`src/rtl/ptp_tod_pkg.sv`:
```
package ptp_tod_pkg;
    localparam int SEC_W      = 48;
    localparam int NS_W       = 30;
    localparam int DATA_W     = 32;
    localparam int INC_NS_W   = 8;
    localparam int INC_FRAC_W = 16;
    localparam int SEC_LO_W   = 32;
    localparam int SEC_HI_W   = SEC_W - SEC_LO_W;
    localparam int ADJ_SIGN_BIT = 31;

    localparam logic [NS_W-1:0] NS_PER_SEC = 30'd1_000_000_000;

    typedef enum logic [2:0] {
        WR_NS       = 3'd0,
        WR_SEC_LO   = 3'd1,
        WR_SEC_HI   = 3'd2,
        WR_INC_FRAC = 3'd3,
        WR_INC_NS   = 3'd4,
        WR_ADJ      = 3'd5
    } wr_sel_e;

    typedef enum logic [1:0] {
        RD_NS     = 2'd0,
        RD_SEC_LO = 2'd1,
        RD_SEC_HI = 2'd2,
        RD_NONE   = 2'd3
    } rd_sel_e;
endpackage

```
`src/rtl/ptp_tod_step.sv`:
```
module ptp_tod_step
    import ptp_tod_pkg::*;
#(
    parameter int NS_STEP_W = INC_NS_W,
    parameter int FRAC_W    = INC_FRAC_W,
    parameter int DW        = DATA_W
) (
    input  logic                 clk,
    input  logic                 rst_n,
    input  logic                 frac_wr,
    input  logic                 whole_wr,
    input  logic [DW-1:0]        wr_data,
    output logic [NS_STEP_W:0]   step
);
    typedef struct packed {
        logic [FRAC_W-1:0]    frac_pend;
        logic [FRAC_W-1:0]    frac_act;
        logic [NS_STEP_W-1:0] whole_act;
        logic [FRAC_W-1:0]    acc;
    } step_st_t;

    step_st_t st_d, st_q;
    logic [FRAC_W:0] acc_sum;

    always_comb begin
        st_d    = st_q;
        acc_sum = {1'b0, st_q.acc} + {1'b0, st_q.frac_act};
        st_d.acc = acc_sum[FRAC_W-1:0];
        step    = {1'b0, st_q.whole_act} + {{NS_STEP_W{1'b0}}, acc_sum[FRAC_W]};
        if (frac_wr) begin
            st_d.frac_pend = wr_data[FRAC_W-1:0];
        end
        if (whole_wr) begin
            st_d.whole_act = wr_data[NS_STEP_W-1:0];
            st_d.frac_act  = st_q.frac_pend;
        end
    end

    always_ff @(posedge clk) begin
        if (!rst_n) begin
            st_q <= '0;
        end else begin
            st_q <= st_d;
        end
    end


    frac_hold_chk: assert property (@(posedge clk) disable iff (!rst_n)
        !whole_wr |=> $stable(st_q.frac_act));


    whole_hold_chk: assert property (@(posedge clk) disable iff (!rst_n)
        !whole_wr |=> $stable(st_q.whole_act));
endmodule

```
`src/rtl/ptp_tod_clock.sv`:
```
module ptp_tod_clock
    import ptp_tod_pkg::*;
#(
    parameter int SW        = SEC_W,
    parameter int NW        = NS_W,
    parameter int DW        = DATA_W,
    parameter int NS_STEP_W = INC_NS_W,
    parameter int HI_W      = SEC_HI_W,
    parameter int LO_W      = SEC_LO_W
) (
    input  logic                clk,
    input  logic                rst_n,
    input  logic                wr_en,
    input  logic [2:0]          wr_sel,
    input  logic [DW-1:0]       wr_data,
    input  logic [NS_STEP_W:0]  step,
    output logic [SW-1:0]       sec,
    output logic [NW-1:0]       ns
);
    localparam logic [NW:0] NS_WIDE = {1'b0, NS_PER_SEC};

    typedef struct packed {
        logic [SW-1:0]   sec;
        logic [NW-1:0]   ns;
        logic [HI_W-1:0] hi_pend;
    } tod_st_t;

    tod_st_t st_d, st_q;
    logic [NW:0]   ns_sum;
    logic [NW-1:0] ns_tick;
    logic          tick_carry;
    logic [NW-1:0] mag;
    logic [NW:0]   adj_sum;
    logic [NW-1:0] adj_ns;
    logic [SW-1:0] adj_sec;

    always_comb begin
        ns_sum = {1'b0, st_q.ns} + {{(NW - NS_STEP_W){1'b0}}, step};
        if (ns_sum >= NS_WIDE) begin
            ns_tick    = NW'(ns_sum - NS_WIDE);
            tick_carry = 1'b1;
        end else begin
            ns_tick    = ns_sum[NW-1:0];
            tick_carry = 1'b0;
        end
    end

    always_comb begin
        mag     = wr_data[NW-1:0];
        adj_sum = '0;
        if (wr_data[ADJ_SIGN_BIT]) begin
            if (mag > st_q.ns) begin
                adj_sum = {1'b0, st_q.ns} + NS_WIDE - {1'b0, mag};
                adj_sec = st_q.sec - SW'(1);
            end else begin
                adj_sum = {1'b0, st_q.ns} - {1'b0, mag};
                adj_sec = st_q.sec;
            end
            adj_ns = adj_sum[NW-1:0];
        end else begin
            adj_sum = {1'b0, st_q.ns} + {1'b0, mag};
            if (adj_sum >= NS_WIDE) begin
                adj_ns  = NW'(adj_sum - NS_WIDE);
                adj_sec = st_q.sec + SW'(1);
            end else begin
                adj_ns  = adj_sum[NW-1:0];
                adj_sec = st_q.sec;
            end
        end
    end

    always_comb begin
        st_d     = st_q;
        st_d.ns  = ns_tick;
        st_d.sec = st_q.sec + SW'(tick_carry);
        if (wr_en) begin
            case (wr_sel)
                WR_NS: begin
                    st_d.ns  = wr_data[NW-1:0];
                    st_d.sec = st_q.sec;
                end
                WR_SEC_LO: begin
                    st_d.sec = {st_q.hi_pend, wr_data[LO_W-1:0]};
                end
                WR_SEC_HI: begin
                    st_d.hi_pend = wr_data[HI_W-1:0];
                end
                WR_ADJ: begin
                    st_d.ns  = adj_ns;
                    st_d.sec = adj_sec;
                end
                default: ;
            endcase
        end
    end

    always_ff @(posedge clk) begin
        if (!rst_n) begin
            st_q <= '0;
        end else begin
            st_q <= st_d;
        end
    end

    assign sec = st_q.sec;
    assign ns  = st_q.ns;


    ns_range_chk: assert property (@(posedge clk) disable iff (!rst_n)
        st_q.ns < NS_PER_SEC);


    sec_step_chk: assert property (@(posedge clk) disable iff (!rst_n)
        !wr_en |=> (st_q.sec == $past(st_q.sec)) || (st_q.sec == $past(st_q.sec) + SW'(1)));


    stopped_chk: assert property (@(posedge clk) disable iff (!rst_n)
        (step == '0 && !wr_en) |=> ($stable(st_q.ns) && $stable(st_q.sec)));


    ns_load_chk: assert property (@(posedge clk) disable iff (!rst_n)
        (wr_en && wr_sel == WR_NS) |=> (st_q.ns == $past(wr_data[NW-1:0]) && $stable(st_q.sec)));


    hi_nolatch_chk: assert property (@(posedge clk) disable iff (!rst_n)
        (wr_en && wr_sel == WR_SEC_HI) |=>
            ((st_q.sec == $past(st_q.sec)) || (st_q.sec == $past(st_q.sec) + SW'(1))));
endmodule

```
`src/rtl/ptp_tod_snap.sv`:
```
module ptp_tod_snap
    import ptp_tod_pkg::*;
#(
    parameter int SW = SEC_W,
    parameter int NW = NS_W
) (
    input  logic          clk,
    input  logic          rst_n,
    input  logic          req,
    input  logic [SW-1:0] tod_sec,
    input  logic [NW-1:0] tod_ns,
    output logic          valid,
    output logic [SW-1:0] cap_sec,
    output logic [NW-1:0] cap_ns
);
    typedef struct packed {
        logic          valid;
        logic [SW-1:0] sec;
        logic [NW-1:0] ns;
    } snap_st_t;

    snap_st_t st_d, st_q;

    always_comb begin
        st_d       = st_q;
        st_d.valid = req;
        if (req) begin
            st_d.sec = tod_sec;
            st_d.ns  = tod_ns;
        end
    end

    always_ff @(posedge clk) begin
        if (!rst_n) begin
            st_q <= '0;
        end else begin
            st_q <= st_d;
        end
    end

    assign valid   = st_q.valid;
    assign cap_sec = st_q.sec;
    assign cap_ns  = st_q.ns;


    snap_cap_chk: assert property (@(posedge clk) disable iff (!rst_n)
        req |=> (valid && cap_ns == $past(tod_ns) && cap_sec == $past(tod_sec)));


    snap_pulse_chk: assert property (@(posedge clk) disable iff (!rst_n)
        !req |=> !valid);
endmodule

```
`src/rtl/ptp_tod_counter.sv`:
```
module ptp_tod_counter
    import ptp_tod_pkg::*;
(
    input  logic              clk,
    input  logic              rst_n,
    input  logic              wr_en,
    input  logic [2:0]        wr_sel,
    input  logic [DATA_W-1:0] wr_data,
    input  logic [1:0]        rd_sel,
    output logic [DATA_W-1:0] rd_data,
    input  logic              snap_req,
    output logic              snap_valid,
    output logic [SEC_W-1:0]  snap_sec,
    output logic [NS_W-1:0]   snap_ns,
    output logic [SEC_W-1:0]  tod_sec,
    output logic [NS_W-1:0]   tod_ns
);
    logic              frac_wr;
    logic              whole_wr;
    logic [INC_NS_W:0] step;

    assign frac_wr  = wr_en && (wr_sel == WR_INC_FRAC);
    assign whole_wr = wr_en && (wr_sel == WR_INC_NS);

    ptp_tod_step #(
        .NS_STEP_W (INC_NS_W),
        .FRAC_W    (INC_FRAC_W),
        .DW        (DATA_W)
    ) i_step (
        .clk      (clk),
        .rst_n    (rst_n),
        .frac_wr  (frac_wr),
        .whole_wr (whole_wr),
        .wr_data  (wr_data),
        .step     (step)
    );

    ptp_tod_clock #(
        .SW        (SEC_W),
        .NW        (NS_W),
        .DW        (DATA_W),
        .NS_STEP_W (INC_NS_W),
        .HI_W      (SEC_HI_W),
        .LO_W      (SEC_LO_W)
    ) i_clock (
        .clk     (clk),
        .rst_n   (rst_n),
        .wr_en   (wr_en),
        .wr_sel  (wr_sel),
        .wr_data (wr_data),
        .step    (step),
        .sec     (tod_sec),
        .ns      (tod_ns)
    );

    ptp_tod_snap #(
        .SW (SEC_W),
        .NW (NS_W)
    ) i_snap (
        .clk     (clk),
        .rst_n   (rst_n),
        .req     (snap_req),
        .tod_sec (tod_sec),
        .tod_ns  (tod_ns),
        .valid   (snap_valid),
        .cap_sec (snap_sec),
        .cap_ns  (snap_ns)
    );

    always_comb begin
        case (rd_sel)
            RD_NS:     rd_data = {{(DATA_W - NS_W){1'b0}}, tod_ns};
            RD_SEC_LO: rd_data = tod_sec[SEC_LO_W-1:0];
            RD_SEC_HI: rd_data = {{(DATA_W - SEC_HI_W){1'b0}}, tod_sec[SEC_W-1:SEC_LO_W]};
            default:   rd_data = '0;
        endcase
    end
endmodule

```
`config.mk`:
```
export PLATFORM = sky130hd
export DESIGN_NAME = ptp_tod_counter
export DESIGN_NICKNAME = d
export VERILOG_FILES = /design/src/rtl/ptp_tod_pkg.sv /design/src/rtl/ptp_tod_step.sv /design/src/rtl/ptp_tod_clock.sv /design/src/rtl/ptp_tod_snap.sv /design/src/rtl/ptp_tod_counter.sv
export SDC_FILE = /design/constraint.sdc
export NUM_CORES = 1
export LEC_CHECK = 0
export CAP_MARGIN = 25
export CORE_AREA = 2 2 245 308
export CTS_CLUSTER_SIZE = 28
export DETAILED_ROUTE_END_ITERATION = 16
export DIE_AREA = 0 0 247 310
export GPL_ROUTABILITY_DRIVEN = 0
export PLACE_DENSITY = 0.58
export SLEW_MARGIN = 10
export SYNTH_ARGS = -nofsm -noshare
export SYNTH_HDL_FRONTEND = slang
export SYNTH_SLANG_ARGS = --single-unit
```
`constraint.sdc`:
```
create_clock -name clk -period 17.3 [get_ports clk]
set_input_delay 5.19 -clock clk [delete_from_list [all_inputs] [get_ports clk]]
set_output_delay 5.19 -clock clk [all_outputs]
set_load 0.01 [all_outputs]
```
=== Word-level counts from Yosys, hierarchy flattened ===
Index checks and enable logic that the tools add are counted.

* Bits of input ports: 41
* Word-level logic and storage cells: 54
* Bits in registers: 229
* Output and inout port bits: 189

* Magnitude comparators: 3
* Muxes and demuxes: 13
* Equal/unequal tests: 10
* Add/sub/neg operators: 12
* Reductions and logical operators: 6

{| class="wikitable"
|+ Operator list
! cell !! count
|-
| 48-bit 2-to-1 mux || 3
|-
| 48-bit case mux with 3 select lines || 1
|-
| 30-bit 2-to-1 mux || 4
|-
| 32-bit case mux with 3 select lines || 1
|-
| 94-bit 2-to-1 mux || 1
|-
| 31-bit by 30-bit >= comparator with 1-bit output (second input constant) || 2
|-
| 30-bit case mux with 2 select lines || 1
|-
| 30-bit subtractor || 2
|-
| 30-bit subtractor (second input constant) || 2
|-
| 48-bit by 1-bit adder with 48-bit output || 1
|-
| 48-bit by 1-bit adder with 48-bit output (second input constant) || 1
|-
| 48-bit by 1-bit subtractor with 48-bit output (second input constant) || 1
|-
| 30-bit by 30-bit adder with 31-bit output || 1
|-
| 30-bit by 9-bit adder with 31-bit output || 1
|-
| 30-bit adder (second input constant) || 1
|-
| 30-bit greater-than comparator || 1
|-
| 16-bit by 16-bit adder with 17-bit output || 1
|-
| 16-bit 2-to-1 mux || 1
|-
| 8-bit by 1-bit adder with 9-bit output || 1
|-
| 4-bit by 3-bit != test with 1-bit output (second input constant) || 2
|-
| 3-bit by 2-bit equality test with 1-bit output (second input constant) || 2
|-
| 3-bit equality test (second input constant) || 2
|-
| 3-bit by 1-bit equality test with 1-bit output (second input constant) || 1
|-
| 3-bit zero test || 1
|-
| other kinds (8) || 9
|}

=== Logic depth before layout (Yosys ltp) ===
Gate-level depths: netlist of run 1.

* Depth after elaboration: 8
* Mapped depth: 43
* Depth with buffers taken out: 41

=== Modules after synthesis ===
A second synthesis of run 1 with hierarchy kept.

* Cell total of the unflattened synthesis: 2886
* Area, all modules: 22475.3 sq um

{| class="wikitable"
|+ Modules (own cells, without submodules)
! module !! cells an instance !! seq. area each (sq um) !! area each (sq um) !! times used
|-
| ptp_tod_clock || 2273 || 1881.8 || 16094.2 || 1
|-
| ptp_tod_snap || 253 || 1581.5 || 2966.6 || 1
|-
| ptp_tod_step || 286 || 1121.1 || 2827.7 || 1
|-
| ptp_tod_counter || 74 || 0.0 || 586.8 || 1
|}

=== Least setup slack after synthesis of run 1 ===
Ideal clock, no wire load.

* Kind: in2out
* Start: in rd_sel[0]
* End: out rd_data[0]
* Setup slack: 5.815 ns
* Cell stages on the path: 4
* Data arrival time: 6.295 ns
* Path buffers: 2
* Required time: 12.110 ns
* Cell sequence: clkbuf_1 buf_1 mux2i_1 o21ai_0

* Longest elaborated chain between the ends: 2
* Elaborated cells on any way between the ends: 4
* Classes of those cells: eq/ne (2); mux (1); reduce/logical (1)

{| class="wikitable"
|+ RTL lines
! element !! RTL line !! text
|-
| start: declaration || ptp_tod_counter.sv:9 || <nowiki>input logic [1:0] rd_sel,</nowiki>
|-
| 2-bit equality test (tied with other cells) || ptp_tod_counter.sv:71 || <nowiki>case (rd_sel)</nowiki>
|-
| 32-bit case mux with 3 select lines (*) || ptp_tod_counter.sv:71 ||
|-
| end: declaration || ptp_tod_counter.sv:10 || <nowiki>output logic [DATA_W-1:0] rd_data,</nowiki>
|}

Mark *: on every way between the ends. The rest lies on a longest branch, timed or not.

=== Worst setup path in the final report of run 1 ===
* Start: in rd_sel[1]
* End: out rd_data[6]

Same word-level chain as after synthesis.

==> run metrics, run 1 <==
status complete, no violations; period utilisation layout 0.727; wire per inst 22.3 µm; max cap viols 0; Slowest cell on crit path clkdlybuf4s50_1; Post-CTS Setup Bufs 0; vias in the first global route 21,000; CTS resizes 0; post-synthesis cell count 2,930; grt total ovfl 0; Synth-to-Final Area Change 17.4%; setup tns final 0 ps; yosys warns 0; nets@finish 3,239; Layout Skew 61.6 ps; TritonCTS Sinks 229; number of H-tree levels 1; Ports between 200 and 250; drt via density 5.58; post-synthesis compound-gate area fraction 0.261; post-synthesis mux area share 0.0557; first-pass GRT wire length 131,000 µm; final setup fails 0; Net Count, Synth 3,167; All-Layer GR Usage 0.224; worst slew pin tran between 1000 and 1500 ps; die area 0.0766 mm²; Lkg Pwr between 10 and 15 nW; Synth async-reset ratio 0; register-to-register setup slack 7030 ps; Adder-Cell Fraction of Synth Area 0.120; synth unique cells 97; Chip Width ~250 µm; Buf/Inv on CP 4; TritonCTS buffer count 30; Iter 0 DRT Violations around 1,700; Relative slew margins 0.226; reg-to-reg startpoint i_step.st_q[24]$_SDFFE_PN0P_; sequential area share after synthesis 0.209; IO Port Bufs 229; Hold Crit Start i_step.st_q[45]$_SDFFE_PN0P_; Reg2Reg Depth 43; starting density of the core 0.297; via count 22,300; maximum VDD drop about 74 µV; min-delay worst type reg2reg; Hold Crit Endpoint i_step.st_q[29]$_SDFFE_PN0P_; n_diodes 0; RSZ-0062 raised after global routing false; CP max stage delay 570 ps; Req. time, crit path 12,110 ps; Core Rows 112; number of flops mapped to enable cells by yosys 0; crit path max fanout 33; Top Family by Delay on Critical Path buffers and inverters; cts hold-fix bufs 0; FMAX 79.5 MHz; clk buf depth 3; CTS tree done; Post-synth top flop dfxtp_1; Power Density 71.1 mW/mm²; most common cell after layout, fill and taps aside nand2_1; Min Clock Period, post-route 12,580 ps; Pins Over Slew Limit 0; Yosys reg bits approximately 230; Routed WL approximately 89,000 µm; Die Ht 310 µm; initial antenna violation count 4; CP Launch Point rd_sel[1]; root buffer cell clkbuf_16; WS Path Type in2out; Final HPWL DP 66,500 µm; Fin. Hold Viols 0; largest family of logic cells by synthesized area compound AO/OA/AOI/OAI gates; Synth Area in Simple Gates 0.207; Critical Path End Type output port; clock-pin slew on the worst setup and hold paths ~60 ps; WHS Path Cells 2; core region area 0.0739 mm²; pin count of the biggest net entering global routing 86; r2r endpoint i_clock.sec[44]$_SDFFE_PN0P_; Avg Synthesized Cell Area around 7.5 µm²; share of layout cells above drive strength 1 0.0545; Post-Synth XOR/XNOR Area 0.0663; Mapped Area about 0.022 mm²; Worst setup SP type primary input; Final Total Pwr 1.83 mW; crit path DAT 7390 ps; commonest cells after routing, fill and taps aside 319 x nand2_1, 286 x a21oi_1, 282 x nor2_1; Detail Route Antenna Nets 0; hold_ws about 450 ps; clk_lat worst skew 640 ps; worst path cell trace clkdlybuf4s50_1 -> buf_4 -> nor2b_1 -> buf_4 -> nand2_1 -> o21ai_0 -> clkdlybuf4s50_1; drt drc 0; DRT Pass-1 Iters 6
## area by class of cell
| class | count | area, µm² |
|---|---|---|
| Tap cell | 969 | 1210 |
| Timing Repair Buffer | 274 | 2620 |
| Clock inverter | 16 | 338 |
| Clock buffer | 40 | 838 |
| Sequential cell | 229 | 4580 |
| Fill cell | 7849 | 48100 |
| Inverter | 150 | 568 |
| Multi-Input combinational cell | 2317 | 15600 |
## cell usage after synthesis (all sizes together), types with 9 or more instances
cell type,number,area share
a211oi,31,0.012
or3,12,0.0034
nor2,285,0.049
nor2b,34,0.0099
nand3,79,0.018
mux2i,121,0.055
a31oi,39,0.011
nand2b,18,0.0051
and2,36,0.010
a221oi,24,0.0096
o22ai,14,0.0040
a21oi,287,0.066
o211ai,35,0.013
or4,9,0.0033
nor4,15,0.0043
dfxtp,229,0.21
xnor2,119,0.048
clkbuf,127,0.022
a21o,50,0.017
o31a,9,0.0036
inv,147,0.025
o21ai,148,0.034
o221a,9,0.0046
nand2,320,0.055
a32oi,10,0.0040
a311oi,9,0.0044
o31ai,19,0.0076
fa,23,0.021
o32ai,12,0.0082
nand3b,10,0.0034
o21a,20,0.0068
a211o,9,0.0036
o21bai,25,0.0086
a22oi,19,0.0065
nor3,60,0.014
nand4,30,0.0086
and3,41,0.012
xor2,47,0.019
ha,173,0.099
buf,107,0.034
## worst max-delay path by stage
stage               slack [ps]  depth (start not counted)          end
floorplan                 5810                          4   rd_data[0]
global placement          4770                          7  rd_data[14]
detailed placement        4730                          7  rd_data[14]
CTS                       4710                          7  rd_data[14]
global route              4590                          7   rd_data[7]
finish                    4720                          7   rd_data[6]
## metal layers
layer | track usage | share of wire | vias up
met3 | 0.0325 | 0.062 | 241
li1 | - | - | 10600
met2 | 0.374 | 0.46 | 832
met1 | 0.277 | 0.41 | 10600
met5 | 0 | 0.00045 | -
met4 | 0.126 | 0.064 | 6
## through the flow
stage | setup slack [ps] | instance area, µm² | instances | utilization
after CTS | 4710 | 25700 | 3992 | 0.348
after floorplan | 5810 | 21900 | 2930 | -
final | 4720 | 25700 | 3995 | 0.349
after global routing | 4590 | 25700 | 3995 | 0.349
after global placement | 4770 | 24500 | 3936 | 0.332
after detailed placement | 4730 | 24500 | 3936 | 0.332
## state kept, by name, summed over array words and instances, names as in the netlist
register,cells
i_clock.st_q,16
i_snap.cap_sec,48
i_clock.ns,30
i_snap.cap_ns,30
i_step.st_q,56
i_clock.sec,48
i_snap.valid,1
## worst reg2reg max path, delay by kind of cell (launching register included)
family	cells	cell delay (ps)
and+or+nand+nor	16	4020
AOI/OAI and AO/OA	16	3320
adders and majority gates	6	1710
buffers and inverters	4	700
DFF	1	320
xor gates and xnor gates	1	120
## kinds of logic after synthesis
family                   count (synthesis)
flip-flops                             229
multiplexers                           122
adder cells (fa/ha/maj)                196
AND/OR/NAND/NOR                        978
XOR/XNOR                               166
buffers and inverters                  384
AO/OA/AOI/OAI                          855
## power breakdown
group | leakage [nW] | internal, mW | switching, mW
logic | 7.83 | 0.191 | 0.311
clock network | 0.562 | 0.474 | 0.278
registers | 1.85 | 0.542 | 0.0340
Note: power is estimated with default switching activity, not from simulation.
==> inputs of run 2 (changes only) <==
Clock period 17.3 ns to 11.7 ns, I/O delays scaled along.
==> run metrics, run 2 (same netlist as run 1, synthesis figures left out) <==
status complete, no violations (unchanged); Lkg Pwr 10.2 nW (about the same); FF+latch area 0.00458 mm² (unchanged); Detail Route Antenna Nets 0 (unchanged); final setup fails 0 (unchanged); Power Density 96.7 mW/mm² (was 71.1 mW/mm²); TritonCTS Sinks 229 (unchanged); Core Rows 112 (unchanged); Die Ht 310 µm (unchanged); Post-Place Cell Area 0.0246 mm² (was 0.0245 mm²); share of layout cells above drive strength 1 0.0549 (was 0.0545); Ports 230 (unchanged); RSZ-0062 raised after global routing false (unchanged); drt drc 0 (unchanged); Pins Over Slew Limit 0 (unchanged); sw power 0.901 mW (was 0.623 mW); pin count of the biggest net entering global routing 97 (was 86); cts hold-fix bufs 0 (unchanged); Critical Path End Type flip-flop (was output port); root buffer cell clkbuf_16 (unchanged); first-pass GRT wire length 133,000 µm (was 131,000 µm); max cap viols 0 (unchanged); crit path DAT 10,410 ps (was 7390 ps); CP max stage delay 500 ps (was 570 ps); Fin. Hold Viols 0 (unchanged); most common cell after layout, fill and taps aside nand2_1 (unchanged); Synth-to-Final Area Change 16.4% (was 17.4%); min-delay worst type reg2reg (unchanged); die area 0.0766 mm² (unchanged); Post-CTS Setup Bufs 0 (unchanged); Gate power share 0.304 (was 0.274); Most common cell on crit path a21oi_1; Final Total Pwr 2.47 mW (was 1.83 mW); commonest cells after routing, fill and taps aside 319 x nand2_1, 286 x a21oi_1, 282 x nor2_1 (unchanged); Req. time, crit path 12,180 ps (was 12,110 ps); initial antenna violation count 1 (was 4); number of H-tree levels 1 (unchanged); Iter 0 DRT Violations 1,668 (was 1,746); Min Clock Period, post-route 9940 ps; DRT Pass-1 Iters 5 (was 6); n_diodes 0 (unchanged); period utilisation layout 0.849; number of flip-flops in the largest register 56 (unchanged); Design Area, Final 0.0255 mm² (was 0.0257 mm²); IO Port Bufs 229 (unchanged); clock share of power 0.352 (was 0.411); wire per inst 22.5 µm (was 22.3 µm); FMAX 101 MHz; setup tns final 0 ps (unchanged); clk buf depth 3 (unchanged); starting density of the core 0.297 (unchanged); worst slew pin tran 965 ps (was 1160 ps); Chip Width 247 µm (unchanged); All-Layer GR Usage 0.226 (was 0.224); Largest Register i_step.st_q (unchanged); Reg power frac 0.344 (was 0.315); register-to-register setup slack 1760 ps (was 7030 ps); CTS tree done (unchanged); multi-input combinational cell area 0.0156 mm² (unchanged); grt total ovfl 0 (unchanged); maximum VDD drop 118 µV (was 73.7 µV); internal cell power 1.57 mW (was 1.21 mW); Layout Skew 23.7 ps (was 61.6 ps); Sw Share 0.365 (was 0.340); Relative slew margins 0.357 (was 0.226); clock-pin slew on the worst setup and hold paths 60 ps (about the same); Worst setup SP type flip-flop (was primary input); vias in the first global route 21,300 (was 21,000); Fillers 7,846 (was 7,849); crit path max fanout 13 (was 33); WS Path Type reg2reg (was in2out); CTS resizes 0 (unchanged); Final HPWL DP 68,500 µm (was 66,500 µm); drt via density 5.58 (about the same); via count 22,300 (about the same); clk_lat worst skew 600 ps (was 640 ps); core region area 0.0739 mm² (unchanged); Routed WL 89,800 µm (was 89,200 µm); TritonCTS buffer count 29 (was 30); Slowest cell on crit path or4_1 (was clkdlybuf4s50_1); nets@finish 3,243 (was 3,239)
-- run 2: final timing paths --
check                                                  start                            to  depth (start not counted)
worst max-delay path               i_step.st_q[0]$_SDFF_PN0_  i_clock.sec[44]$_SDFFE_PN0P_                         42
worst min-delay path            i_step.st_q[46]$_SDFFE_PN0P_  i_step.st_q[30]$_SDFFE_PN0P_                          2
worst min register to register  i_step.st_q[46]$_SDFFE_PN0P_  i_step.st_q[30]$_SDFFE_PN0P_                          2
worst max register to register     i_step.st_q[0]$_SDFF_PN0_  i_clock.sec[44]$_SDFFE_PN0P_                         42
-- run 2: area by class of cell --
cell class	instances	area share
Inverter	150	0.0223
Tap cell	969	0.0475
Sequential cell	229	0.180
Clock buffer	37	0.0312
Multi-Input combinational cell	2317	0.611
Clock inverter	14	0.00383
Timing Repair Buffer	279	0.105
-- run 2: through the flow --
stage | utilization | hold slack (ps) | std cells | setup slack [ps]
2_1_floorplan | - | 432 | 2930 | 3560
3_3_place_gp | 0.333 | 438 | 3940 | 2230
3_5_place_dp | 0.333 | 442 | 3941 | 1970
4_1_cts | 0.345 | 445 | 3992 | 1890
5_1_grt | 0.345 | 462 | 3995 | 928
6_report | 0.345 | 445 | 3995 | 1760
-- run 2: power groups by stage --
stage	logic, mW	registers (mW)	clock network, mW
after CTS	0.739	0.849	0.883
after detailed placement	0.736	0.866	0
after floorplan	0.503	0.843	0
after global routing	0.811	0.852	0.911
final	0.751	0.849	0.867
after global placement	0.736	0.866	0
-- run 2: critical path: cells and delay by family (launching register included) --
kind / cells / cell delay, ps
AOI/OAI and AO/OA: 16 / 3180
xor gates and xnor gates: 1 / 100
adders and majority gates: 6 / 1690
buffers and inverters: 3 / 500
DFF: 1 / 300
and+or+nand+nor: 16 / 4050
-- run 2: layer usage --
metal  vias to the layer above  part of all wire  wire length [µm]  GRT usage
met4                         2             0.073              6550      0.146
met1                     10600              0.41             36900      0.275
met5                         -           0.00011                10          0
met3                       260             0.059              5290     0.0359
met2                       857              0.46             41000      0.370
li1                      10600                 -                 -          -
